`config.mk`:
```
export PLATFORM = sky130hd
export DESIGN_NAME = sched_proc
export DESIGN_NICKNAME = d
export VERILOG_FILES = /design/src/rtl/sched_pkg.sv /design/src/rtl/sched_fetch.sv /design/src/rtl/sched_regfile.sv /design/src/rtl/sched_alu.sv /design/src/rtl/sched_mulpipe.sv /design/src/rtl/sched_proc.sv
export SDC_FILE = /design/constraint.sdc
export NUM_CORES = 1
export LEC_CHECK = 0
export ABC_AREA = 1
export ABC_CLOCK_PERIOD_IN_PS = 1200
export CORE_AREA = 2 2 39 41
export DETAILED_ROUTE_END_ITERATION = 12
export DIE_AREA = 0 0 41 43
export DONT_BUFFER_PORTS = 1
export PLACE_DENSITY_LB_ADDON = 0.15
export RECOVER_POWER = 100
export SETUP_SLACK_MARGIN = 0.02
export SYNTH_ARGS = -nofsm -noshare
export SYNTH_HDL_FRONTEND = slang
export SYNTH_SLANG_ARGS = --single-unit
```
`constraint.sdc`:
```
create_clock -name clk -period 1.2 [get_ports clk]
set_clock_uncertainty 0.1 [all_clocks]
set_input_delay 0.06 -clock clk [delete_from_list [all_inputs] [get_ports clk]]
set_output_delay 0.06 -clock clk [all_outputs]
set_load 0.02 [all_outputs]
```
`src/rtl/sched_pkg.sv`:
```
package sched_pkg;

  localparam int OPC_W = 3;

  typedef enum logic [OPC_W-1:0] {
    OP_NOP   = 3'd0,
    OP_ADD   = 3'd1,
    OP_SUB   = 3'd2,
    OP_MUL   = 3'd3,
    OP_SHIFT = 3'd4,
    OP_COPY  = 3'd5,
    OP_IN    = 3'd6,
    OP_OUT   = 3'd7
  } op_e;

endpackage

```
`src/rtl/sched_fetch.sv`:
```
module sched_fetch #(
  parameter int ROM_DEPTH = 4,
  parameter int WORD_W    = 15,
  parameter int PC_W      = 2,
  parameter logic [ROM_DEPTH*WORD_W-1:0] PROG = '0
) (
  input  logic              clk,
  input  logic              rst_n,
  input  logic              start,
  output logic              run,
  output logic [PC_W-1:0]   pc,
  output logic              last,
  output logic              done,
  output logic [WORD_W-1:0] word
);

  localparam logic [PC_W-1:0] LAST_PC = PC_W'(ROM_DEPTH - 1);

  assign last = run && (pc == LAST_PC);
  assign word = PROG[int'(pc)*WORD_W +: WORD_W];

  always_ff @(posedge clk or negedge rst_n) begin
    if (!rst_n) begin
      run  <= 1'b0;
      pc   <= '0;
      done <= 1'b0;
    end else if (start) begin
      run  <= 1'b1;
      pc   <= '0;
      done <= 1'b0;
    end else if (run) begin
      if (pc == LAST_PC) begin
        run  <= 1'b0;
        done <= 1'b1;
      end else begin
        pc <= pc + 1'b1;
      end
    end
  end

endmodule

```
`src/rtl/sched_regfile.sv`:
```
module sched_regfile #(
  parameter int DATA_W = 32,
  parameter int DEPTH  = 16,
  parameter int ADDR_W = 4,
  parameter logic [DEPTH*DATA_W-1:0] INIT = '0
) (
  input  logic              clk,
  input  logic              rst_n,
  input  logic [ADDR_W-1:0] ra,
  input  logic [ADDR_W-1:0] rb,
  output logic [DATA_W-1:0] qa,
  output logic [DATA_W-1:0] qb,
  input  logic              we,
  input  logic [ADDR_W-1:0] wa,
  input  logic [DATA_W-1:0] wd
);

  logic [DATA_W-1:0] mem [DEPTH];

  always_ff @(posedge clk or negedge rst_n) begin
    if (!rst_n) begin
      for (int i = 0; i < DEPTH; i++) mem[i] <= INIT[i*DATA_W +: DATA_W];
    end else if (we && (int'(wa) < DEPTH)) begin
      mem[wa] <= wd;
    end
  end

  assign qa = (int'(ra) < DEPTH) ? mem[ra] : '0;
  assign qb = (int'(rb) < DEPTH) ? mem[rb] : '0;

endmodule

```
`src/rtl/sched_alu.sv`:
```
module sched_alu
  import sched_pkg::*;
#(
  parameter int DATA_W = 32,
  parameter int REG_W  = 4
) (
  input  logic              clk,
  input  logic              rst_n,
  input  op_e               op,
  input  logic [DATA_W-1:0] opa,
  input  logic [DATA_W-1:0] opb,
  input  logic [REG_W-1:0]  imm,
  input  logic [DATA_W-1:0] in_data,
  output logic [DATA_W-1:0] res_q
);

  function automatic logic [DATA_W-1:0] f_shift(input logic [DATA_W-1:0] v,
                                                input logic [REG_W-1:0] amt);
    int n;
    n = int'($signed(amt));
    if (n >= 0) return v << n;
    return DATA_W'($signed(v) >>> (-n));
  endfunction

  always_ff @(posedge clk or negedge rst_n) begin
    if (!rst_n) begin
      res_q <= '0;
    end else begin
      case (op)
        OP_ADD:   res_q <= opa + opb;
        OP_SUB:   res_q <= opa - opb;
        OP_SHIFT: res_q <= f_shift(opb, imm);
        OP_COPY:  res_q <= opa;
        OP_IN:    res_q <= in_data;
        default:  res_q <= res_q;
      endcase
    end
  end

endmodule

```
`src/rtl/sched_mulpipe.sv`:
```
module sched_mulpipe #(
  parameter int DATA_W = 32,
  parameter int STAGES = 2
) (
  input  logic              clk,
  input  logic              rst_n,
  input  logic              flush,
  input  logic              issue,
  input  logic [DATA_W-1:0] a,
  input  logic [DATA_W-1:0] b,
  output logic [DATA_W-1:0] prod,
  output logic              vld
);

  function automatic logic [DATA_W-1:0] f_mul_lo(input logic [DATA_W-1:0] x,
                                                 input logic [DATA_W-1:0] y);
    return x * y;
  endfunction

  logic [STAGES-1:0][DATA_W-1:0] d_q;
  logic [STAGES-1:0]             v_q;

  always_ff @(posedge clk or negedge rst_n) begin
    if (!rst_n) begin
      d_q <= '0;
      v_q <= '0;
    end else begin
      for (int s = 0; s < STAGES; s++) begin
        if (s == 0) begin
          d_q[s] <= f_mul_lo(a, b);
          v_q[s] <= issue && !flush;
        end else begin
          d_q[s] <= d_q[s-1];
          v_q[s] <= v_q[s-1] && !flush;
        end
      end
    end
  end

  assign prod = d_q[STAGES-1];
  assign vld  = v_q[STAGES-1];

endmodule

```
`src/rtl/sched_proc.sv`:
```
module sched_proc
  import sched_pkg::*;
#(
  parameter int DATA_W     = 32,
  parameter int MUL_STAGES = 2,
  parameter int RAM_DEPTH  = 16,
  parameter int ROM_DEPTH  = 4,
  parameter int REG_W      = (RAM_DEPTH > 1) ? $clog2(RAM_DEPTH) : 1,
  parameter int WORD_W     = 3 * REG_W + OPC_W,
  parameter logic [ROM_DEPTH*WORD_W-1:0] PROG     = '0,
  parameter logic [RAM_DEPTH*DATA_W-1:0] RAM_INIT = '0
) (
  input  logic              clk,
  input  logic              rst_n,
  input  logic              start,
  input  logic [DATA_W-1:0] in_data,
  output logic [DATA_W-1:0] out_data,
  output logic              out_valid,
  output logic              done
);

  localparam int PC_W = (ROM_DEPTH > 1) ? $clog2(ROM_DEPTH) : 1;

  logic              run;
  logic [PC_W-1:0]   pc;
  logic              last;
  logic [WORD_W-1:0] word;

  sched_fetch #(
    .ROM_DEPTH(ROM_DEPTH), .WORD_W(WORD_W), .PC_W(PC_W), .PROG(PROG)
  ) u_fetch (
    .clk(clk), .rst_n(rst_n), .start(start),
    .run(run), .pc(pc), .last(last), .done(done), .word(word)
  );

  // word fields
  op_e              op;
  logic [REG_W-1:0] f_a;
  logic [REG_W-1:0] f_b;
  logic [REG_W-1:0] f_dst;

  assign op    = op_e'(word[OPC_W-1:0]);
  assign f_a   = word[OPC_W +: REG_W];
  assign f_b   = word[OPC_W + REG_W +: REG_W];
  assign f_dst = word[OPC_W + 2*REG_W +: REG_W];

  op_e issue_op;
  assign issue_op = run ? op : OP_NOP;

  // named events for the checker
  logic issue_mul;
  logic issue_out;
  logic mul_retire;
  logic wr_en;
  logic [REG_W-1:0] wr_addr;

  assign issue_mul = (issue_op == OP_MUL);
  assign issue_out = (issue_op == OP_OUT);

  logic [DATA_W-1:0] qa, qb, alu_res, mul_prod, retire_val;

  sched_alu #(.DATA_W(DATA_W), .REG_W(REG_W)) u_alu (
    .clk(clk), .rst_n(rst_n), .op(issue_op), .opa(qa), .opb(qb),
    .imm(f_a), .in_data(in_data), .res_q(alu_res)
  );

  sched_mulpipe #(.DATA_W(DATA_W), .STAGES(MUL_STAGES)) u_mul (
    .clk(clk), .rst_n(rst_n), .flush(start), .issue(issue_mul),
    .a(qa), .b(qb), .prod(mul_prod), .vld(mul_retire)
  );

  assign retire_val = mul_retire ? mul_prod : alu_res;
  assign wr_en      = run && (f_dst != '0);
  assign wr_addr    = f_dst;

  sched_regfile #(
    .DATA_W(DATA_W), .DEPTH(RAM_DEPTH), .ADDR_W(REG_W), .INIT(RAM_INIT)
  ) u_rf (
    .clk(clk), .rst_n(rst_n), .ra(f_a), .rb(f_b), .qa(qa), .qb(qb),
    .we(wr_en), .wa(wr_addr), .wd(retire_val)
  );

  always_ff @(posedge clk or negedge rst_n) begin
    if (!rst_n) begin
      out_valid <= 1'b0;
      out_data  <= '0;
    end else begin
      out_valid <= issue_out;
      if (issue_out) out_data <= qa;
    end
  end

endmodule

```
After elaboration in Yosys (flattened, before gate mapping). Index checks and enable logic that the tools add are counted.

Multiply operators: 2. Shifts and indexed selects: 3. Mux-type cells: 25. Reduce and logical (&&, ||, !) cells: 11. Equal/unequal tests: 9. Bitwise gates (word level): 3. Add/sub/neg operators: 4. Order comparisons: 5.

Operator list (number): 512-bit bitwise mux (1); 32-bit binary-select mux with 4-bit select (2); 32-bit two-way mux (8); 32-bit one-hot mux with 5 select lines (1); 32-bit demux with 4-bit select (1); 60-bit by 7-bit indexed part select with 15-bit output (first input constant) (1); 32-bit adder (1); 32-bit by 32-bit multiplier with 32-bit output (1); 4-bit negator with 32-bit output (1); 32-bit by 32-bit left shift with 32-bit output (1); 32-bit by 32-bit >>> shifter with 32-bit output (1); 32-bit subtractor (1); 5-bit >= comparator (second input constant) (3); 4-bit NOT with 5-bit output (3); 3-bit equality test (second input constant) (4); 1-bit two-way mux (8); 3-bit by 2-bit equality test with 1-bit output (second input constant) (2); 2-bit by 4-bit multiplier with 6-bit output (second input constant) (1); 2-bit two-way mux (3); 5-bit by 1-bit < comparator with 1-bit output (second input constant) (1); 5-bit nonzero test (1); 4-bit by 1-bit >= comparator with 1-bit output (second input constant) (1); 1-bit logical AND (4); 2-bit AND reduction (2); other kinds (8) (9).

Output and inout bits: 34. Input bits: 35. Register bits after elaboration: 647.

Longest topological paths before layout. Gate-level depths: netlist of the first run.

Depth in word-level cells: 10. Gate-level depth with buffers: 5. Mapped depth without buffers: 5.

Hierarchy. A second synthesis of the first run with hierarchy kept.

Cell total of the unflattened synthesis: 8657. Area, all modules: 58703.8 um^2.

By module, submodules not included: sched_regfile (cells an instance 4412, area an instance 29559.6 um^2, instances 1); sched_mulpipe (cells an instance 2383, area an instance 18728.0 um^2, instances 1); sched_alu (cells an instance 1565, area an instance 8300.5 um^2, instances 1); sched_proc (cells an instance 257, area an instance 1798.0 um^2, instances 1); sched_fetch (cells an instance 40, area an instance 317.8 um^2, instances 1).

Worst setup path after synthesis of the first run. OpenSTA, ideal clock, no wires.

Path type: reg-to-reg. Start point: reg u_fetch.pc[0]. End point: reg u_fetch.pc[1]. Arrival time: 0.821 ns. Setup slack: 0.161 ns. Stages on the path, launching flop included: 6. Clock period less this slack: 1.039 ns. Path through: dfrtp_1 ha_1 inv_1 nand2_2 nand3_1 nand2_1.

Word-level cells in the longest chain between the ends: 4. Elaborated cells on any way between the ends: 7. Classes of those cells: add/sub: 1; eq/ne: 2; mux: 3; reduce/logical: 1.

Ends and longest elaborated chain: from (decl) (line sched_fetch.sv:11) `output logic [PC_W-1:0] pc,`; from (signal assigned) (line sched_fetch.sv:36) `pc <= pc + 1'b1;`; 2-bit by 1-bit adder with 2-bit output (line sched_fetch.sv:36); 2-bit two-way mux (line sched_fetch.sv:32) `if (pc == LAST_PC) begin`; 2-bit two-way mux (line sched_fetch.sv:31) `end else if (run) begin`; 2-bit two-way mux (line sched_fetch.sv:27) `end else if (start) begin`.

Several ways; a longest one is shown, not always the timed one. The select of a mux whose other input is x is not followed. A chain may end at the register's enable or synchronous reset.

Final worst setup path of the first run.
Start point: reg u_fetch.pc[0]. End point: reg u_fetch.pc[0].

Same word-level chain as after synthesis.

==> flow_summary.toml, run 1 <==
[power]
p_int_uw = 324
ir_drop_mv = 0.474
cellLeakagePower_nw = 0.233
pwr-share-comb_pct = 33.1
p_seq_share_pct = 36.9
powerDensity_nw_per_um2 = 1450
pwr-share-clk_pct = 30.0
power_uw = 554
p_switching_uw = 230
p_sw_share_pct = 41.5

[min_path]
min_from = "start"
hold_path.class = "input port to register"
hold_depth = 2
min_to = "u_fetch.done$_DFFE_PN0P_"

[cells_and_area]
final_common_cell = "conb_1"
final_cell_mix = "33 x conb_1, 5 x nand2_1, 4 x dfrtp_1"
nNetsFinal = 98
syn_to_final_growth_pct = -12.1
drive_above_1_share_pct = 10.0
n_antenna_cell = 0

[yosys]
synthCells = 55
yosys_warnings = 0
synth.lib_cells_used.distinct = 12
ys_ff_latch = 4
synth-seq-area-share_pct = 23.1
synth_area_per_cell_um2 = 7.89
synthesis.area_um2 = 434

[critical_path]
cp-start-kind = "register"
reg2reg_from = "u_fetch.pc[0]$_DFFE_PN0P_"
cp_slowest_cell = "dfrtp_1"
crit_chain = "ha_2 -> inv_1 -> nand2_2 -> nand3_1 -> nand2_1"
reg2reg_depth = 5
cp-end-kind = "register"
worstSetupPathType = "register to register"
worstPathArrival_ns = 1.12
max_stage_delay_ns = 0.39
cp-startpoint = "u_fetch.pc[0]$_DFFE_PN0P_"
ff2ff_setup_slack_ns = 0.11
critPathMaxFanout = 3
cp.required_ns = 1.22
rr_endpoint = "u_fetch.pc[0]$_DFFE_PN0P_"

[die]
fp.dieH_um = 43
rows = 14
die_area_um2 = 1760
io_pins = 69
die_width_um = 41
start_util_pct = 31.4
design.core.area_um2 = 1380

[global_route]
grt_pass1_wl_um = 558
antenna_found_initial = 0
grt_pass1_vias = 145
grt_overflow_total = 0
grt_max_degree = 7
globalRouteTotalUtil_pct = 5.75

[clock_network]
insertion_delay_ns = 0.24
cts_tree = "done"
cts_made_buffers = 3
cts.sinks = 4
clock_tree.buffer_depth = 2
cts_setup_buffers = 0
htree_num_levels = 1
clkSlewWorstSetupHoldPaths_ns = 0.04
clockRootBuffer = "clkbuf_4"

[sta]
max_clock_freq_mhz = 914
period_share_pct = 91.2
setup_viol = 0
drv_slew = 0
tns_ns = 0
rsz0062_at_grt = "no"
fin_crit_ns = 1.09
hold_violations = 0

[drt]
viasPerCell = 3.18
wl_per_cell_um = 6.46
vias = 242
drtPass1Iterations = 4
totalWireLength_um = 491
drc_errors = 0
detail-route-antenna-nets = 0
drtIter0Drc = 3

[placed_design]
port_buffers = 0
post-dp-hpwl_um = 384
gp_congestion = 0.692

[run_status]
run_status = "finished clean"

[flow_run]
maxCapViolations = 0
## area by class of cell
cell class                 count  area (um2)
inverter                       3        11.3
clock buffer                   3        22.5
sequential                     4         100
tap                           16        20.0
fill                         168        1000
timing repair buffer           3        30.0
multi-input combinational     47         198
## power by group through the flow
| stage | clock network [mW] | logic [mW] | registers [mW] |
|---|---|---|---|
| global placement | 0 | 0.170 | 0.204 |
| finish | 0.166 | 0.183 | 0.205 |
| CTS | 0.174 | 0.179 | 0.203 |
| floorplan | 0 | 0.239 | 0.198 |
| global route | 0.178 | 0.204 | 0.209 |
| detailed placement | 0 | 0.168 | 0.204 |
## worst max-delay path by stage
stage	cells after the start	slack, ns	endpoint
after floorplan	5	0.16	u_fetch.pc[1]$_DFFE_PN0P_
after global placement	5	0.08	u_fetch.pc[0]$_DFFE_PN0P_
after detailed placement	5	0.1	u_fetch.pc[0]$_DFFE_PN0P_
after CTS	5	0.09	u_fetch.pc[0]$_DFFE_PN0P_
after global routing	5	0.02	u_fetch.pc[0]$_DFFE_PN0P_
final	5	0.11	u_fetch.pc[0]$_DFFE_PN0P_
## synthesized netlist by cell type
cell type  count  area, um2
a21oi_1        1       5.00
nor2_1         2       7.51
ha_1           1       12.5
nand2_2        1       6.26
buf_4         33        248
conb_1         1       3.75
nand3_1        3       15.0
nand2_1        5       18.8
dfrtp_1        4        100
nand4_1        1       6.26
inv_1          2       7.51
inv_2          1       3.75
## cells by family (layout without fill, tap and decap cells)
| family | after synthesis | after routing | share of synthesized area [%] |
|---|---|---|---|
| flops | 4 | 4 | 23.1 |
| compound gates | 1 | 1 | 1.15 |
| simple gates | 12 | 12 | 12.4 |
| buf+inv | 36 | 9 | 59.7 |
| fa+ha+maj | 1 | 1 | 2.88 |
| other cells | 1 | 33 | 0.864 |
## per-layer routing
metal	wire length, um	vias to the layer above	global-route usage, %	part of all wire (%)
li1	-	114	-	-
met1	143	104	5.56	29
met2	249	20	5.94	51
met3	73	4	3.14	15
met5	0	-	0	0
met4	24	0	10.0	4.9
## critical path, delay by kind of cell (launching register included)
kind / cells / cell delay (ns)
and+or+nand+nor: 3 / 0.21
adders and majority gates: 1 / 0.21
DFF: 1 / 0.39
buffers and inverters: 1 / 0.08
## metrics by stage
step / cells / area, um2 / setup slack, ns / utilization, % / hold WS [ns]
floorplan: 87 / 554 / 0.161 / - / -0.336
global placement: 70 / 327 / 0.0820 / 23.6 / -0.335
detailed placement: 70 / 327 / 0.0983 / 23.6 / -0.335
CTS: 76 / 379 / 0.0923 / 27.4 / 0.418
global route: 76 / 382 / 0.0244 / 27.6 / 0.434
finish: 76 / 382 / 0.106 / 27.6 / 0.419
## registers in the layout, indices dropped and copies added, names as in the netlist
| register | flops |
|---|---|
| u_fetch.pc | 2 |
| u_fetch.done | 1 |
| u_fetch.run | 1 |
## repair_timing
| action | CTS | global route |
|---|---|---|
| endpoints found under the hold margin | 8 | 0 |
| endpoints found under the setup margin | 0 | 2 |
| hold buffers | 3 | 0 |
| gates resized for setup | 0 | 1 |
Power figures use the tool's default switching activity.
==> run 2: changes to the inputs <==
--- a/config.mk
+++ b/config.mk
@@ -6,11 +6,12 @@
 export NUM_CORES = 1
 export LEC_CHECK = 0
 export ABC_AREA = 1
-export ABC_CLOCK_PERIOD_IN_PS = 1200
+export ABC_CLOCK_PERIOD_IN_PS = 1100
 export CORE_AREA = 2 2 39 41
 export DETAILED_ROUTE_END_ITERATION = 12
 export DIE_AREA = 0 0 41 43
 export DONT_BUFFER_PORTS = 1
+export MAX_ROUTING_LAYER = met4
 export PLACE_DENSITY_LB_ADDON = 0.15
 export RECOVER_POWER = 100
 export SETUP_SLACK_MARGIN = 0.02
==> constraint.sdc (replaced) <==
create_clock -name clk -period 1.1 [get_ports clk]
set_clock_uncertainty 0.1 [all_clocks]
set_input_delay 0.055 -clock clk [delete_from_list [all_inputs] [get_ports clk]]
set_output_delay 0.055 -clock clk [all_outputs]
set_load 0.02 [all_outputs]
==> run 2 against run 1 <==
Net effect: the run now ends with negative hold slack left; total power up 11%; global-route usage about the same; hold slack worse by 0.42 ns; final area rose by 1.6%; non-clock buffer count grew 1; die area unchanged; critical path type unchanged; maximum frequency rose by 5.6%; utilization grew 0.45 points.
==> flow_summary.toml, run 2 (synthesis gave the netlist of run 1 again) <==
[power]
p_switching_uw = 250
cellLeakagePower_nw = 0.235
p_int_uw = 366
p_sw_share_pct = 40.6
ir_drop_mv = 0.540
powerDensity_nw_per_um2 = 1590
pwr-share-clk_pct = 28.7
pwr-share-comb_pct = 37.4
p_seq_share_pct = 33.9

[cells_and_area]
drive_above_1_share_pct = 14.8
reg.largest.list = "u_fetch.pc (2), u_fetch.done (1), u_fetch.run (1)"
final_common_cell = "conb_1"
largest_register_ffs = 2
n_antenna_cell = 0
fill_cells = 171
final_cell_mix = "33 x conb_1, 5 x nand2_1, 4 x dfrtp_1"
final_cell_count_no_fill = 77
syn_to_final_growth_pct = -10.7
nNetsFinal = 99
top_register = "u_fetch.pc"

[critical_path]
cp-end-kind = "register"
critical_path.top_delay_family = "flip-flops"
critPathMaxFanout = 3
cp_slowest_cell = "dfrtp_1"
worstSetupPathType = "register to register"
worstPathArrival_ns = 1.05
crit_buf_inv = 1
cp.required_ns = 1.12
crit_chain = "ha_2 -> inv_2 -> nand2_2 -> nand3_1 -> nand2_1"
max_stage_delay_ns = 0.38
cp-start-kind = "register"

[sta]
tns_ns = 0
hold_violations = 2
holdWs_ns = -0.000442
fin_crit_ns = 1.04
period_share_pct = 94.2
max_clock_freq_mhz = 965
rsz0062_at_grt = "no"
setup_viol = 0
drv_slew = 0
setup_slack_ns = 0.0641

[die]
start_util_pct = 31.4
design.core.area_um2 = 1380
rows = 14
die_area_um2 = 1760
fp.dieH_um = 43
io_pins = 69
die_width_um = 41

[clock_network]
cts.sinks = 4
htree_num_levels = 1
insertion_delay_ns = 0.23
clock_tree.buffer_depth = 2
clockRootBuffer = "clkbuf_4"
cts_tree = "done"
clkSlewWorstSetupHoldPaths_ns = 0.04
cts_setup_buffers = 0
cts_made_buffers = 3

[drt]
detail-route-antenna-nets = 0
drt-met1-wl_um = 150
highest_layer = "met3"
viasPerCell = 3.08
vias = 237
met3_length_um = 66
drtIter0Drc = 0
wl_per_cell_um = 5.96
drtPass1Iterations = 1
totalWireLength_um = 459
met2_length_um = 242
drc_errors = 0

[global_route]
globalRouteTotalUtil_pct = 5.78
grt_overflow_total = 0
grt_max_degree = 7
grt_pass1_vias = 177
antenna_found_initial = 0
grt_pass1_wl_um = 586

[placed_design]
pre_cts_ws_ns = 0.00700
dp.cells = 72
port_buffers = 0
gp_congestion = 0.712
post-dp-hpwl_um = 410

[flow_run]
maxCapViolations = 0

[run_status]
violations = "negative hold slack"
run_status = "finished with violations"

[min_path]
hold_path.class = "input port to async pin"
-- run 2: through the flow --
stage / total power, mW / utilization (%) / instance area, um2
6_report: 0.616 / 28.0 / 388
5_1_grt: 0.675 / 28.0 / 388
4_1_cts: 0.631 / 27.9 / 387
3_5_place_dp: 0.430 / 24.7 / 342
3_3_place_gp: 0.430 / 24.7 / 342
2_1_floorplan: 0.477 / - / 554
-- run 2: power groups by stage --
stage | logic (mW) | registers (mW) | clock network, mW
after detailed placement | 0.220 | 0.210 | 0
after floorplan | 0.261 | 0.216 | 0
after CTS | 0.232 | 0.209 | 0.189
after global routing | 0.261 | 0.214 | 0.200
final | 0.230 | 0.209 | 0.177
after global placement | 0.220 | 0.210 | 0
-- run 2: routing by layer --
layer | vias up | track usage (%)
met5 | - | -
li1 | 116 | -
met1 | 103 | 4.87
met3 | 0 | 1.57
met2 | 18 | 7.19
met4 | 0 | 10.0
-- run 2: worst paths after layout --
path / endpoint / from / slack (ns) / depth (start not counted)
max reg2reg: u_fetch.pc[1]$_DFFE_PN0P_ / u_fetch.pc[1]$_DFFE_PN0P_ / 0.06 / 5
max: u_fetch.pc[1]$_DFFE_PN0P_ / u_fetch.pc[1]$_DFFE_PN0P_ / 0.06 / 5
min reg2reg: u_fetch.done$_DFFE_PN0P_ / u_fetch.done$_DFFE_PN0P_ / 0.40 / 2
min: u_fetch.pc[0]$_DFFE_PN0P_ / rst_n / -0.0004 / 1
min in group clk: u_fetch.done$_DFFE_PN0P_ / u_fetch.done$_DFFE_PN0P_ / 0.40 / 2
max in group asynchronous: u_fetch.done$_DFFE_PN0P_ / rst_n / 0.73 / 1
-- run 2: timing repair --
action / 4_1_cts / 5_1_grt
pin swaps: 0 / 1
endpoints found under the hold margin: 8 / 0
hold buffers: 2 / 0
setup endpoints to repair: 2 / 2
resized for setup: 1 / 2
-- run 2: cell type report --
| type | count | area, um2 | area share (%) |
|---|---|---|---|
| well taps | 16 | 20.0 | 5.16 |
| repair buffers | 4 | 31.3 | 8.06 |
| flip-flops and latches | 4 | 100 | 25.8 |
| multi-input cells | 47 | 203 | 52.3 |
| clock buffers | 3 | 22.5 | 5.81 |
| inverters | 3 | 11.3 | 2.90 |
==> run 3: changes to the inputs <==
--- a/config.mk
+++ b/config.mk
@@ -5,7 +5,6 @@
 export SDC_FILE = /design/constraint.sdc
 export NUM_CORES = 1
 export LEC_CHECK = 0
-export ABC_AREA = 1
 export ABC_CLOCK_PERIOD_IN_PS = 1100
 export CORE_AREA = 2 2 39 41
 export DETAILED_ROUTE_END_ITERATION = 12
==> run 3 against run 2 <==
Net effect: highest routed layer unchanged; total power is 20% higher; utilization increased by 1.9 points; largest power group unchanged; the flow finishes with violations (negative setup slack); sequential share of layout area fell by 1.6 points; via count is 9.7% lower; sequential power increased by 17%.
==> flow_summary.toml, run 3 <==
[sta]
tns_ns = -0.156
setup_slack_ns = -0.119
period_share_pct = 111
setup_viol = 2
holdWs_ns = 0.00314
fin_crit_ns = 1.22
drv_slew = 0
hold_violations = 0
max_clock_freq_mhz = 820
rsz0062_at_grt = "yes"

[power]
ir_drop_mv = 0.622
p_sw_share_pct = 37.7
power_uw = 738
p_switching_uw = 279
cellLeakagePower_nw = 0.237
powerDensity_nw_per_um2 = 1780
p_int_uw = 460
pwr-share-clk_pct = 23.6
pwr-share-comb_pct = 43.3
p_seq_share_pct = 33.1

[die]
die_width_um = 41
fp.dieH_um = 43
design.core.area_um2 = 1380
io_pins = 69
die_area_um2 = 1760
start_util_pct = 31.8
rows = 14

[cells_and_area]
nNetsFinal = 94
final_cell_mix = "33 x conb_1, 4 x dfrtp_1, 3 x clkbuf_4, 3 x buf_4"
multiInputGateArea_um2 = 229
syn_to_final_growth_pct = -5.97
reg.largest.list = "u_fetch.pc (2), u_fetch.done (1), u_fetch.run (1)"
n_antenna_cell = 0
final_cell_count_no_fill = 72
final_common_cell = "conb_1"
fill_cells = 154
largest_register_ffs = 2
final_util_pct = 29.9
drive_above_1_share_pct = 19.6
top_register = "u_fetch.pc"
stdcell_area_um2 = 414
seqCellArea_um2 = 100

[critical_path]
critPathMaxFanout = 3
critical_path.top_delay_family = "flip-flops"
cp-end-kind = "register"
crit_chain = "ha_4 -> nor2b_4 -> mux2_4"
worstPathArrival_ns = 1.23
cp_slowest_cell = "dfrtp_1"
max_stage_delay_ns = 0.40
cp-start-kind = "register"
crit_buf_inv = 0
worstSetupPathType = "register to register"
cp.required_ns = 1.11

[global_route]
antenna_found_initial = 0
globalRouteTotalUtil_pct = 6.31
grt_pass1_wl_um = 655
grt_overflow_total = 0
grt_max_degree = 7
grt_pass1_vias = 151

[placed_design]
dp.cells = 67
placed_cell_area_um2 = 358
port_buffers = 0
pre_cts_ws_ns = -0.122
post-dp-hpwl_um = 400
gp_congestion = 0.675

[clock_network]
htree_num_levels = 1
cts_setup_buffers = 0
insertion_delay_ns = 0.23
clockRootBuffer = "clkbuf_4"
clock_tree.buffer_depth = 2
cts_tree = "done"
cts_made_buffers = 3
clkSlewWorstSetupHoldPaths_ns = 0.04
cts.sinks = 4

[run_status]
violations = "negative setup slack"
run_status = "finished with violations"

[yosys]
netlist.area_leader.share_pct = 56.3
synth_area_per_cell_um2 = 8.99
synth_common_cells = "33 x buf_4, 4 x dfrtp_1, 2 x nor2_1"
synthMostInstantiatedCell = "buf_4"
synth.lib_cells_used.distinct = 13
ys_top_cells_by_area = "buf_4 56%, dfrtp_1 23%, mux2_4 3.4%"
yosys_warnings = 0
synthCells = 49
synth-main-ff-cell = "dfrtp_1"
synth-seq-area-share_pct = 22.7
synth_enable_flop_cells = 0
synthesis.area_um2 = 440
async_reset_ff_share_pct = 100
ys_ff_latch = 4
synth_top_cell_by_area = "buf_4"

[drt]
drc_errors = 0
wl_per_cell_um = 6.47
detail-route-antenna-nets = 0
viasPerCell = 2.97
totalWireLength_um = 466
drtPass1Iterations = 1
vias = 214
drtIter0Drc = 0

[min_path]
hold_path.class = "input port to async pin"

[flow_run]
maxCapViolations = 0
run 3: logic make-up after synthesis:
family | share of synthesized area [%]
mux | 3.41
other cells | 0.851
buf+inv | 56.3
fa+ha+maj | 2.84
compound gates | 2.27
flops | 22.7
simple gates | 11.7
run 3: timing repair:
item                                    in CTS  in global routing
hold buffers                                 2                  0
gates resized for setup                      1                  1
hold endpoints to repair                     8                  0
endpoints found under the setup margin       4                  4
cloned                                       0                  0
run 3: power groups by stage:
stage	logic (mW)	registers, mW	clock network, mW
2_1_floorplan	0.313	0.228	0
4_1_cts	0.311	0.229	0.184
6_report	0.320	0.244	0.174
5_1_grt	0.366	0.249	0.191
3_5_place_dp	0.293	0.230	0
3_3_place_gp	0.298	0.231	0
run 3: final cells by class:
cell class / instances / share of cell area (%)
Clock buffer: 3 / 5.44
Timing Repair Buffer: 5 / 10.3
Tap cell: 16 / 4.83
Sequential cell: 4 / 24.2
Multi-Input combinational cell: 44 / 55.3
run 3: final timing paths:
kind	slack, ns	startpoint	end	cells after the start
worst min register to register	0.50	u_fetch.pc[1]$_DFFE_PN0P_	u_fetch.pc[1]$_DFFE_PN0P_	2
worst min-delay path	0.003	rst_n	u_fetch.done$_DFFE_PN0P_	1
worst max-delay path	-0.12	u_fetch.pc[1]$_DFFE_PN0P_	u_fetch.pc[0]$_DFFE_PN0P_	3
min in group clk	0.49	start	u_fetch.done$_DFFE_PN0P_	2
worst max register to register	-0.12	u_fetch.pc[1]$_DFFE_PN0P_	u_fetch.pc[0]$_DFFE_PN0P_	3
max in group asynchronous	0.72	rst_n	u_fetch.pc[1]$_DFFE_PN0P_	1
run 3: worst reg2reg max path, delay by kind of cell (launching register included):
family | cells | cell delay [ns]
AND/OR/NAND/NOR | 1 | 0.13
adder cells (fa/ha/maj) | 1 | 0.18
multiplexers | 1 | 0.30
flip-flops | 1 | 0.40
run 3: routing by layer:
metal / vias up / share of wire [%] / track usage, % / wire (um)
li1: 100 / - / - / -
met1: 95 / 39 / 7.52 / 181
met2: 19 / 48 / 7.19 / 224
met3: 0 / 13 / 1.57 / 59
met4: 0 / 0 / 8.00 / 0
met5: - / 0 / - / 0
